### src/rtl/pwm_pkg.sv
// pwm_pkg: shared definitions for the PWM channel.
// Assumes a single channel with two software-visible values (period, pulse).
package pwm_pkg;

    // Number of double-buffered values held by the channel.
    localparam int unsigned REG_COUNT = 2;

    // Write selector encoding used on wr_sel.
    typedef enum logic [0:0] {
        SEL_PERIOD = 1'b0,
        SEL_PULSE  = 1'b1
    } reg_sel_e;

endpackage

### src/rtl/pwm_dbuf.sv
// pwm_dbuf: shadow/working register pairs.
// A write lands in the shadow copy of the selected entry. On 'load' every
// working copy takes the shadow value it held before that clock edge.
// Assumes a write and a load in the same cycle: the load sees the old shadow.
module pwm_dbuf #(
    parameter int unsigned DW = 16,
    parameter int unsigned N  = 2,
    localparam int unsigned SW = (N > 1) ? $clog2(N) : 1
) (
    input  logic            clk,
    input  logic            rst_n,
    input  logic            wr_en,
    input  logic [SW-1:0]   wr_idx,
    input  logic [DW-1:0]   wr_data,
    input  logic            load,
    output logic [N*DW-1:0] shadow_flat,
    output logic [N*DW-1:0] work_flat
);

    for (genvar g = 0; g < N; g++) begin : g_entry
        logic [DW-1:0] shadow_q;
        logic [DW-1:0] work_q;

        // Capture software writes addressed to this entry.
        always_ff @(posedge clk) begin
            if (!rst_n)
                shadow_q <= '0;
            else if (wr_en && (wr_idx == SW'(g)))
                shadow_q <= wr_data;
        end

        // Promote the shadow value at a period start.
        always_ff @(posedge clk) begin
            if (!rst_n)
                work_q <= '0;
            else if (load)
                work_q <= shadow_q;
        end

        assign shadow_flat[g*DW +: DW] = shadow_q;
        assign work_flat[g*DW +: DW]   = work_q;
    end

endmodule

### src/rtl/pwm_timebase.sv
// pwm_timebase: up counter giving the tick offset within the current period.
// Counts 0 .. P-1 on ticks; P = 0 means the full 2**CW range because the
// last offset is computed as P-1 modulo 2**CW. The first tick after enable
// (or reset) is a period start. Disabled: counter parked at zero.
module pwm_timebase #(
    parameter int unsigned CW = 16
) (
    input  logic          clk,
    input  logic          rst_n,
    input  logic          enable,
    input  logic          tick,
    input  logic [CW-1:0] period,
    output logic [CW-1:0] count,
    output logic          reload,
    output logic          start_pend
);

    logic [CW-1:0] last_off;
    logic          at_last;

    // Offset of the final tick in the working period (wraps for zero).
    assign last_off = period - CW'(1);
    assign at_last  = (count == last_off);
    assign reload   = enable && tick && (start_pend || at_last);

    // Counter: restart on reload, step on other ticks, park when disabled.
    always_ff @(posedge clk) begin
        if (!rst_n || !enable)
            count <= '0;
        else if (reload)
            count <= '0;
        else if (tick)
            count <= count + CW'(1);
    end

    // Remember that the next tick must open a fresh period.
    always_ff @(posedge clk) begin
        if (!rst_n || !enable)
            start_pend <= 1'b1;
        else if (reload)
            start_pend <= 1'b0;
    end

endmodule

### src/rtl/pwm_level.sv
// pwm_level: output flip-flop and polarity stage.
// Sets at a period start unless the incoming pulse value is zero; clears
// when the next offset equals the working pulse value unless the channel is
// at full scale. Assumes count stays below a nonzero period.
module pwm_level #(
    parameter int unsigned CW = 16
) (
    input  logic          clk,
    input  logic          rst_n,
    input  logic          enable,
    input  logic          tick,
    input  logic          reload,
    input  logic [CW-1:0] count,
    input  logic [CW-1:0] work_per,
    input  logic [CW-1:0] work_pw,
    input  logic [CW-1:0] next_pw,
    input  logic          invert,
    output logic          level,
    output logic          pwm_out
);

    logic [CW:0] next_off;
    logic        full_scale;
    logic        hit_width;

    // Offset the counter will show after this tick.
    assign next_off   = {1'b0, count} + (CW+1)'(1);
    // Width at or past a nonzero period: never clear inside the period.
    assign full_scale = (work_per != '0) && (work_pw >= work_per);
    assign hit_width  = (next_off == {1'b0, work_pw}) && !full_scale;

    // Output flip-flop: set at period start, clear at width match.
    always_ff @(posedge clk) begin
        if (!rst_n || !enable)
            level <= 1'b0;
        else if (reload)
            level <= (next_pw != '0);
        else if (tick && hit_width)
            level <= 1'b0;
    end

    // Polarity selection on the final output.
    assign pwm_out = level ^ invert;

endmodule

### src/rtl/pwm_chan.sv
// pwm_chan: single-channel PWM generator with double-buffered period and
// pulse values, 0% / 100% handling and output polarity.
// Assumes 'tick' is a one-cycle enable from an external prescaler.
module pwm_chan
    import pwm_pkg::*;
#(
    parameter int unsigned CW = 16
) (
    input  logic          clk,
    input  logic          rst_n,
    input  logic          enable,
    input  logic          tick,
    input  logic          wr_en,
    input  logic          wr_sel,
    input  logic [CW-1:0] wr_data,
    input  logic          invert,
    output logic          pwm_out
);

    localparam int unsigned NREG = REG_COUNT;
    localparam int unsigned SELW = (NREG > 1) ? $clog2(NREG) : 1;
    localparam int unsigned IDX_PER = int'(SEL_PERIOD);
    localparam int unsigned IDX_PW  = int'(SEL_PULSE);

    logic [NREG*CW-1:0] shadow_flat;
    logic [NREG*CW-1:0] work_flat;
    logic [CW-1:0]      act_per;
    logic [CW-1:0]      act_pw;
    logic [CW-1:0]      sh_pw;
    logic [CW-1:0]      cnt;
    logic               reload;
    logic               start_pend;
    logic               level_q;
    logic [SELW-1:0]    wr_idx;

    assign wr_idx  = SELW'(wr_sel);
    assign act_per = work_flat[IDX_PER*CW +: CW];
    assign act_pw  = work_flat[IDX_PW*CW +: CW];
    assign sh_pw   = shadow_flat[IDX_PW*CW +: CW];

    pwm_dbuf #(.DW(CW), .N(NREG)) u_dbuf (
        .clk        (clk),
        .rst_n      (rst_n),
        .wr_en      (wr_en),
        .wr_idx     (wr_idx),
        .wr_data    (wr_data),
        .load       (reload),
        .shadow_flat(shadow_flat),
        .work_flat  (work_flat)
    );

    pwm_timebase #(.CW(CW)) u_tbase (
        .clk       (clk),
        .rst_n     (rst_n),
        .enable    (enable),
        .tick      (tick),
        .period    (act_per),
        .count     (cnt),
        .reload    (reload),
        .start_pend(start_pend)
    );

    pwm_level #(.CW(CW)) u_level (
        .clk     (clk),
        .rst_n   (rst_n),
        .enable  (enable),
        .tick    (tick),
        .reload  (reload),
        .count   (cnt),
        .work_per(act_per),
        .work_pw (act_pw),
        .next_pw (sh_pw),
        .invert  (invert),
        .level   (level_q),
        .pwm_out (pwm_out)
    );

endmodule

### config.mk
export PLATFORM = sky130hd
export DESIGN_NAME = pwm_chan
export DESIGN_NICKNAME = d
export VERILOG_FILES = /design/src/rtl/pwm_pkg.sv /design/src/rtl/pwm_dbuf.sv /design/src/rtl/pwm_timebase.sv /design/src/rtl/pwm_level.sv /design/src/rtl/pwm_chan.sv
export SDC_FILE = /design/constraint.sdc
export NUM_CORES = 1
export LEC_CHECK = 0
export CAP_MARGIN = 10
export CORE_MARGIN = 3
export CORE_UTILIZATION = 40
export DETAILED_ROUTE_END_ITERATION = 10
export GPL_TIMING_DRIVEN = 1
export PLACE_DENSITY = 0.62
export SLEW_MARGIN = 0
export SYNTH_ARGS = -nofsm -noshare
export SYNTH_HDL_FRONTEND = slang
export SYNTH_HIERARCHICAL = 1
export SYNTH_SLANG_ARGS = --single-unit
### constraint.sdc
create_clock -name clk -period 5.1 [get_ports clk]
set_input_delay 1.53 -clock clk [delete_from_list [all_inputs] [get_ports clk]]
set_output_delay 1.53 -clock clk [all_outputs]
set_load 0.01 [all_outputs]
==> results of run 1 <==
path summary, 6_finish.rpt:
path | start | to | slack (ps) | cells past startpoint
worst min-delay path | u_dbuf/g_entry[0].shadow_q[7] | u_dbuf/g_entry[0].shadow_q[7] | 460 | 2
worst min register to register | u_dbuf/g_entry[0].shadow_q[7] | u_dbuf/g_entry[0].shadow_q[7] | 460 | 2
worst max-delay path | invert | pwm_out | 880 | 3
worst max register to register | u_dbuf/g_entry[0].work_q[1] | u_dbuf/g_entry[1].work_q[0] | 1610 | 12
state kept, by name, indices dropped and copies added (netlist names):
signal / flops
u_dbuf/g_entry.shadow_q: 32
u_dbuf/g_entry.work_q: 32
u_tbase/count: 16
u_tbase/start_pend: 1
u_level/level: 1
routing by layer:
metal / up-vias / global-route usage, % / routed length (um)
met5: - / 0 / 0
met4: 0 / 6.57 / 248
met3: 20 / 2.45 / 330
met2: 59 / 27.3 / 5080
met1: 1794 / 24.2 / 5470
li1: 1906 / - / -
cell families after synthesis:
group | count (synthesis) | synth area share, %
AND/OR/NAND/NOR | 219 | 24.6
flip-flops | 82 | 34.0
multiplexers | 66 | 13.7
XOR/XNOR | 52 | 9.42
AO/OA/AOI/OAI | 51 | 7.89
buffers and inverters | 45 | 5.49
adder cells (fa/ha/maj) | 19 | 4.92
Yosys cell counts, drive strengths merged, types with 2 or more instances:
| cell | count | area (um^2) |
|---|---|---|
| a31oi | 3 | 18.8 |
| and3 | 6 | 42.5 |
| a22o | 3 | 26.3 |
| clkbuf | 4 | 15.0 |
| nor2 | 32 | 123 |
| xor2 | 29 | 254 |
| xnor2 | 23 | 201 |
| a21oi | 13 | 65.1 |
| a21o | 6 | 45.0 |
| o21ai | 7 | 35.0 |
| nor4 | 14 | 103 |
| o221ai | 3 | 26.3 |
| dfxtp | 82 | 1640 |
| and4 | 2 | 17.5 |
| nand4 | 7 | 50.1 |
| nand2 | 70 | 263 |
| ha | 19 | 238 |
| a32o | 2 | 20.0 |
| nand2b | 2 | 12.5 |
| nor2b | 36 | 228 |
| a311oi | 3 | 32.5 |
| nor4b | 3 | 47.5 |
| inv | 25 | 93.8 |
| buf | 16 | 156 |
| nand3 | 19 | 108 |
| o2111ai | 2 | 17.5 |
| or4 | 2 | 15.0 |
| mux2i | 65 | 651 |
| or3 | 6 | 42.5 |
| nor3 | 13 | 75.1 |
power by group through the flow:
stage                     Sequential, mW  Combinational [mW]  Clock (mW)
after global routing               0.680               0.161       0.650
after global placement             0.692               0.143           0
after CTS                          0.678               0.146       0.624
after floorplan                    0.685               0.114           0
final                              0.678               0.145       0.610
after detailed placement           0.692               0.146           0
critical path, stage by stage:
cell	delay, ps
clkdlybuf4s50_1	470
xor2_1	150
clkdlybuf4s50_1	550
cell type report:
class                           instances  share of cell area [%]
Inverter                               25                    1.75
Timing Repair Buffer                   26                    4.61
Tap cell                              143                    3.33
Sequential cell                        82                    30.5
Clock inverter                          6                   0.931
Clock buffer                            9                    4.19
Multi-Input combinational cell        407                    54.7
through the flow:
step	util [%]	setup slack, ps	area, um^2	cells	total power [mW]
floorplan	-	1820	4830	534	0.798
global placement	43.9	868	5100	683	0.835
detailed placement	43.9	866	5100	683	0.838
CTS	46.3	867	5380	698	1.45
global route	46.3	841	5380	698	1.49
finish	46.3	876	5380	698	1.43
==> metrics.txt, run 1 <==
power share of the clock group 42.6%; unrepaired setup endpoints after global routing false; most frequent cells in the layout dfxtp_1 (82), nand2_1 (70), mux2i_1 (65); GR Util All Layers between 10% and 20%; WS Path Type in2out; Fill cells 1146; Cell Int Power 1.06 mW; switching share of power 25.8%; Mapped Avg Cell Area 9.05 um^2; IO buf count 23; Worst Path Arrival 2690 ps; post-synthesis sequential area ratio 34.0%; Yosys warnings 6; Routed Antenna Nets 0; CTS resizes 0; Final Max Tran Viols 0; Seq pwr share 47.3%; post-layout net count 593; multi-input logic area between 2000 and 3000 um^2; EDFF count, synth 0; CP Capture Type output port; Core ar. 11600 um^2; critical path launch point type input pin; H-tree levels 3; DR iter-0 viols 184; async set-or-reset flop fraction in the synthesized netlist 0%; setup TNS 0 ps; clock-pin slew on the worst setup and hold paths 60 ps; power per standard cell area 267 nW/um^2; DRT Pass-1 Iters 4; Area Overhead vs Synth 11.2%; relative slew slack between 20% and 30%; CP max FO 1; most common cell after layout, fill and taps aside dfxtp_1; Critical Path RT 3570 ps; Syn Inst Count 534; pin count of the biggest net entering global routing 43; first-pass GRT wire length around 18 mm; Min Hold Slack 456 ps; final WL 11.1 mm; status complete, no violations; Setup Fix Bufs, Post-CTS 0; Worst VDD drop 0.000209 V; worst hold path type reg2reg; CTS sink count 82; CTS tree done; period utilization 82.8%; die area 13400 um^2; Tightest Pin Transition ~1200 ps; Max Freq 237 MHz; layout cell share with drive strength beyond 1 6.49%; Die Span Y 116 um; Cell Area, Synth 4830 um^2; Synth Flop Type dfxtp_1; drt drc 0; FF+latch count, synth 82; vias in the first global route 3741; via count roughly 3800; worst-skew pair later-pin latency approximately 340 ps; Congestion Overflow GR 0; leakage 2.05 nW; initial antenna violation count 0; sequential cell area 1640 um^2; Via-to-Cell Ratio 5.41; CTS Buf Count 9; Hold Buf Count CTS 0; clk root buf clkbuf_16; Routed WL per cell between 15 and 20 um; row cnt 39; Syn Nets 576; combinational power share 10.1%; Unique masters post-synth between 60 and 70; final worst path period need 4220 ps; post-DP HPWL 8.12 mm; I/O pin total 24; clk buf depth 2; Final setup viols 0; final hold viol count 0; max-cap violation count 0; width of the die 116 um; GP Congestion 0.897; Clock Skew approximately 7.8 ps; initial core utilization a little over two fifths; Sw Pwr between 0.3 and 0.4 mW; Antenna diodes 0
No activity file was read; power rests on OpenSTA's default activity.
==> inputs of run 2 (changes only) <==
==> constraint.sdc (replaced) <==
create_clock -name clk -period 3.9 [get_ports clk]
set_input_delay 1.17 -clock clk [delete_from_list [all_inputs] [get_ports clk]]
set_output_delay 1.17 -clock clk [all_outputs]
set_load 0.01 [all_outputs]
==> run 2 against run 1 <==
Compared with the run above:
- power rose by 31%
- register-to-register slack got worse by 1100 ps
- global-route usage is 0.19 points higher
- clock-buffer cell count increased by 1
- clock power is 31% higher
- critical path type unchanged
- critical endpoint unchanged
- largest power group unchanged
==> metrics.txt, run 2 (same netlist as run 1, synthesis figures left out) <==
status complete, no violations (unchanged); Congestion Overflow GR 0 (unchanged); Cell Chain, Critical Path clkdlybuf4s50_1 > xor2_1 > clkdlybuf4s50_1 (unchanged); Post-Place Setup Slack 392 ps (was 866 ps); reg-to-reg endpoint u_level/level (was u_dbuf/g_entry[1].work_q[0]); R2R Path Start u_dbuf/g_entry[0].work_q[0] (was u_dbuf/g_entry[0].work_q[1]); final worst path period need 3510 ps; CTS resizes 0 (unchanged); critical path launch point type input pin (unchanged); Setup Fix Bufs, Post-CTS 0 (unchanged); Clock Skew 10.1 ps (was 7.75 ps); layout cell share with drive strength beyond 1 7.14% (was 6.49%); setup TNS 0 ps (unchanged); fin util 46.6% (was 46.3%); IO buf count 23 (unchanged); clk root buf clkbuf_16 (unchanged); power per standard cell area 348 nW/um^2 (was 267 nW/um^2); Worst Path Arrival 2340 ps (was 2690 ps); Area Overhead vs Synth 11.9% (was 11.2%); via count 3848 (was 3779); CP top delay family buffers and inverters (unchanged); CP Capture Type output port (unchanged); Max Freq 285 MHz; Tightest Pin Transition 770 ps (was 1170 ps); DR iter-0 viols 231 (was 184); Total Power 1.88 mW (was 1.43 mW); max-cap violation count 0 (unchanged); r2r setup slk 550 ps (was 1610 ps); clk buf depth 2 (unchanged); Via-to-Cell Ratio 5.47 (was 5.41); post-DP HPWL 8.28 mm (was 8.12 mm); final hold viol count 0 (unchanged); Cells on Worst Hold Path 2 (unchanged); Routed WL per cell 16.0 um (was 15.9 um); die area 13400 um^2 (unchanged); worst-skew pair later-pin latency 340 ps (about the same); CTS tree done (unchanged); Worst R2R Path Depth 12 (unchanged); min-delay src u_dbuf/g_entry[0].shadow_q[8] (was u_dbuf/g_entry[0].shadow_q[7]); Layout Cells excl Fill 703 (was 698); Hold Buf Count CTS 0 (unchanged); initial core utilization 41.6% (unchanged); Final setup viols 0 (unchanged); unrepaired setup endpoints after global routing false (unchanged); I/O pin total 24 (unchanged); CP Buf/Inv Count 2 (unchanged); width of the die 116 um (unchanged); GP Congestion 0.846 (was 0.897); pin count of the biggest net entering global routing 80 (was 43); final WL 11.3 mm (was 11.1 mm); period utilization 89.9%; most frequent cells in the layout dfxtp_1 (82), nand2_1 (70), mux2i_1 (65) (unchanged); Critical Path RT 2730 ps (was 3570 ps); clock-pin slew on the worst setup and hold paths 60 ps (about the same); DRT Pass-1 Iters 5 (was 4); Worst VDD drop 0.000335 V (was 0.000209 V); Core ar. 11600 um^2 (unchanged); vias in the first global route 3717 (was 3741); Worst Hold Endpoint u_dbuf/g_entry[0].shadow_q[8] (was u_dbuf/g_entry[0].shadow_q[7]); row cnt 39 (unchanged); CP peak stage delay 550 ps (about the same); leakage 2.07 nW (was 2.05 nW); CTS Buf Count 9 (unchanged); H-tree levels 3 (unchanged); CTS sink count 82 (unchanged); post-layout net count 597 (was 593); Final Max Tran Viols 0 (unchanged); placed cells 687 (was 683); Routed Antenna Nets 0 (unchanged); post-route setup slack 393 ps (was 876 ps); drt drc 0 (unchanged); CP max FO 1 (unchanged); Crit. path cell count 3 (unchanged); relative slew slack 48.5% (was 21.4%); WS Path Type in2out (unchanged); Antenna diodes 0 (unchanged); most common cell after layout, fill and taps aside dfxtp_1 (unchanged); Die Span Y 116 um (unchanged); initial antenna violation count 0 (unchanged); biggest regs u_dbuf/g_entry.shadow_q x32, u_dbuf/g_entry.work_q x32, u_tbase/count x16 (unchanged); GR Util All Layers 17.6% (was 17.4%); worst hold path type reg2reg (unchanged); first-pass GRT wire length 18.7 mm (was 18.5 mm); CP max stage cell clkdlybuf4s50_1 (unchanged); crit-path most repeated cell clkdlybuf4s50_1 (unchanged)
[run 2: changes by cell type in the layout (fill, tap and decap cells not counted), sizes merged]
cell | before | now
clkinv | 2 | 1
clkinvlp | 2 | 1
buf | 4 | 8
clkbuf | 9 | 10
inv | 27 | 29
[run 2: final cells by class]
class | count | area (um^2)
fill | 1129 | 6210
multi-input combinational | 407 | 2940
sequential | 82 | 1640
timing repair buffer | 30 | 278
clock buffer | 10 | 229
tap | 143 | 179
inverter | 25 | 93.8
clock inverter | 6 | 47.5
[run 2: how the worst max path moves through the flow]
stage                                     start                            to  slack (ps)
finish                                   invert                       pwm_out         390
global route        u_dbuf/g_entry[0].work_q[0]  u_dbuf/g_entry[0].work_q[15]         290
CTS                                      invert                       pwm_out         380
detailed placement                       invert                       pwm_out         390
global placement                         invert                       pwm_out         380
floorplan           u_dbuf/g_entry[0].work_q[0]                 u_level/level         890
[run 2: tightest hold or removal path, cell delays in order, from the launching register on]
cell and delay, ps:
dfxtp_1 310, nand2_1 50, mux2i_1 50
[run 2: stage by stage]
stage	hold slack (ps)	instance area [um^2]
after floorplan	434	4830
after global placement	445	5130
after detailed placement	449	5130
after CTS	462	5410
after global routing	484	5410
final	459	5410
[run 2: where the power goes]
| part | total, mW | internal, mW | switching, mW |
|---|---|---|---|
| logic | 0.192 | 0.0965 | 0.0953 |
| registers | 0.887 | 0.861 | 0.0254 |
| clock network | 0.802 | 0.439 | 0.363 |
| total | 1.88 | 1.40 | 0.484 |
[run 2: layer usage]
metal / global-route usage [%] / wire [um] / vias up
li1: - / - / 1917
met1: 23.9 / 5540 / 1837
met2: 28.4 / 5140 / 82
met3: 3.66 / 447 / 12
met4: 4.64 / 148 / 0
met5: 0 / 0 / -
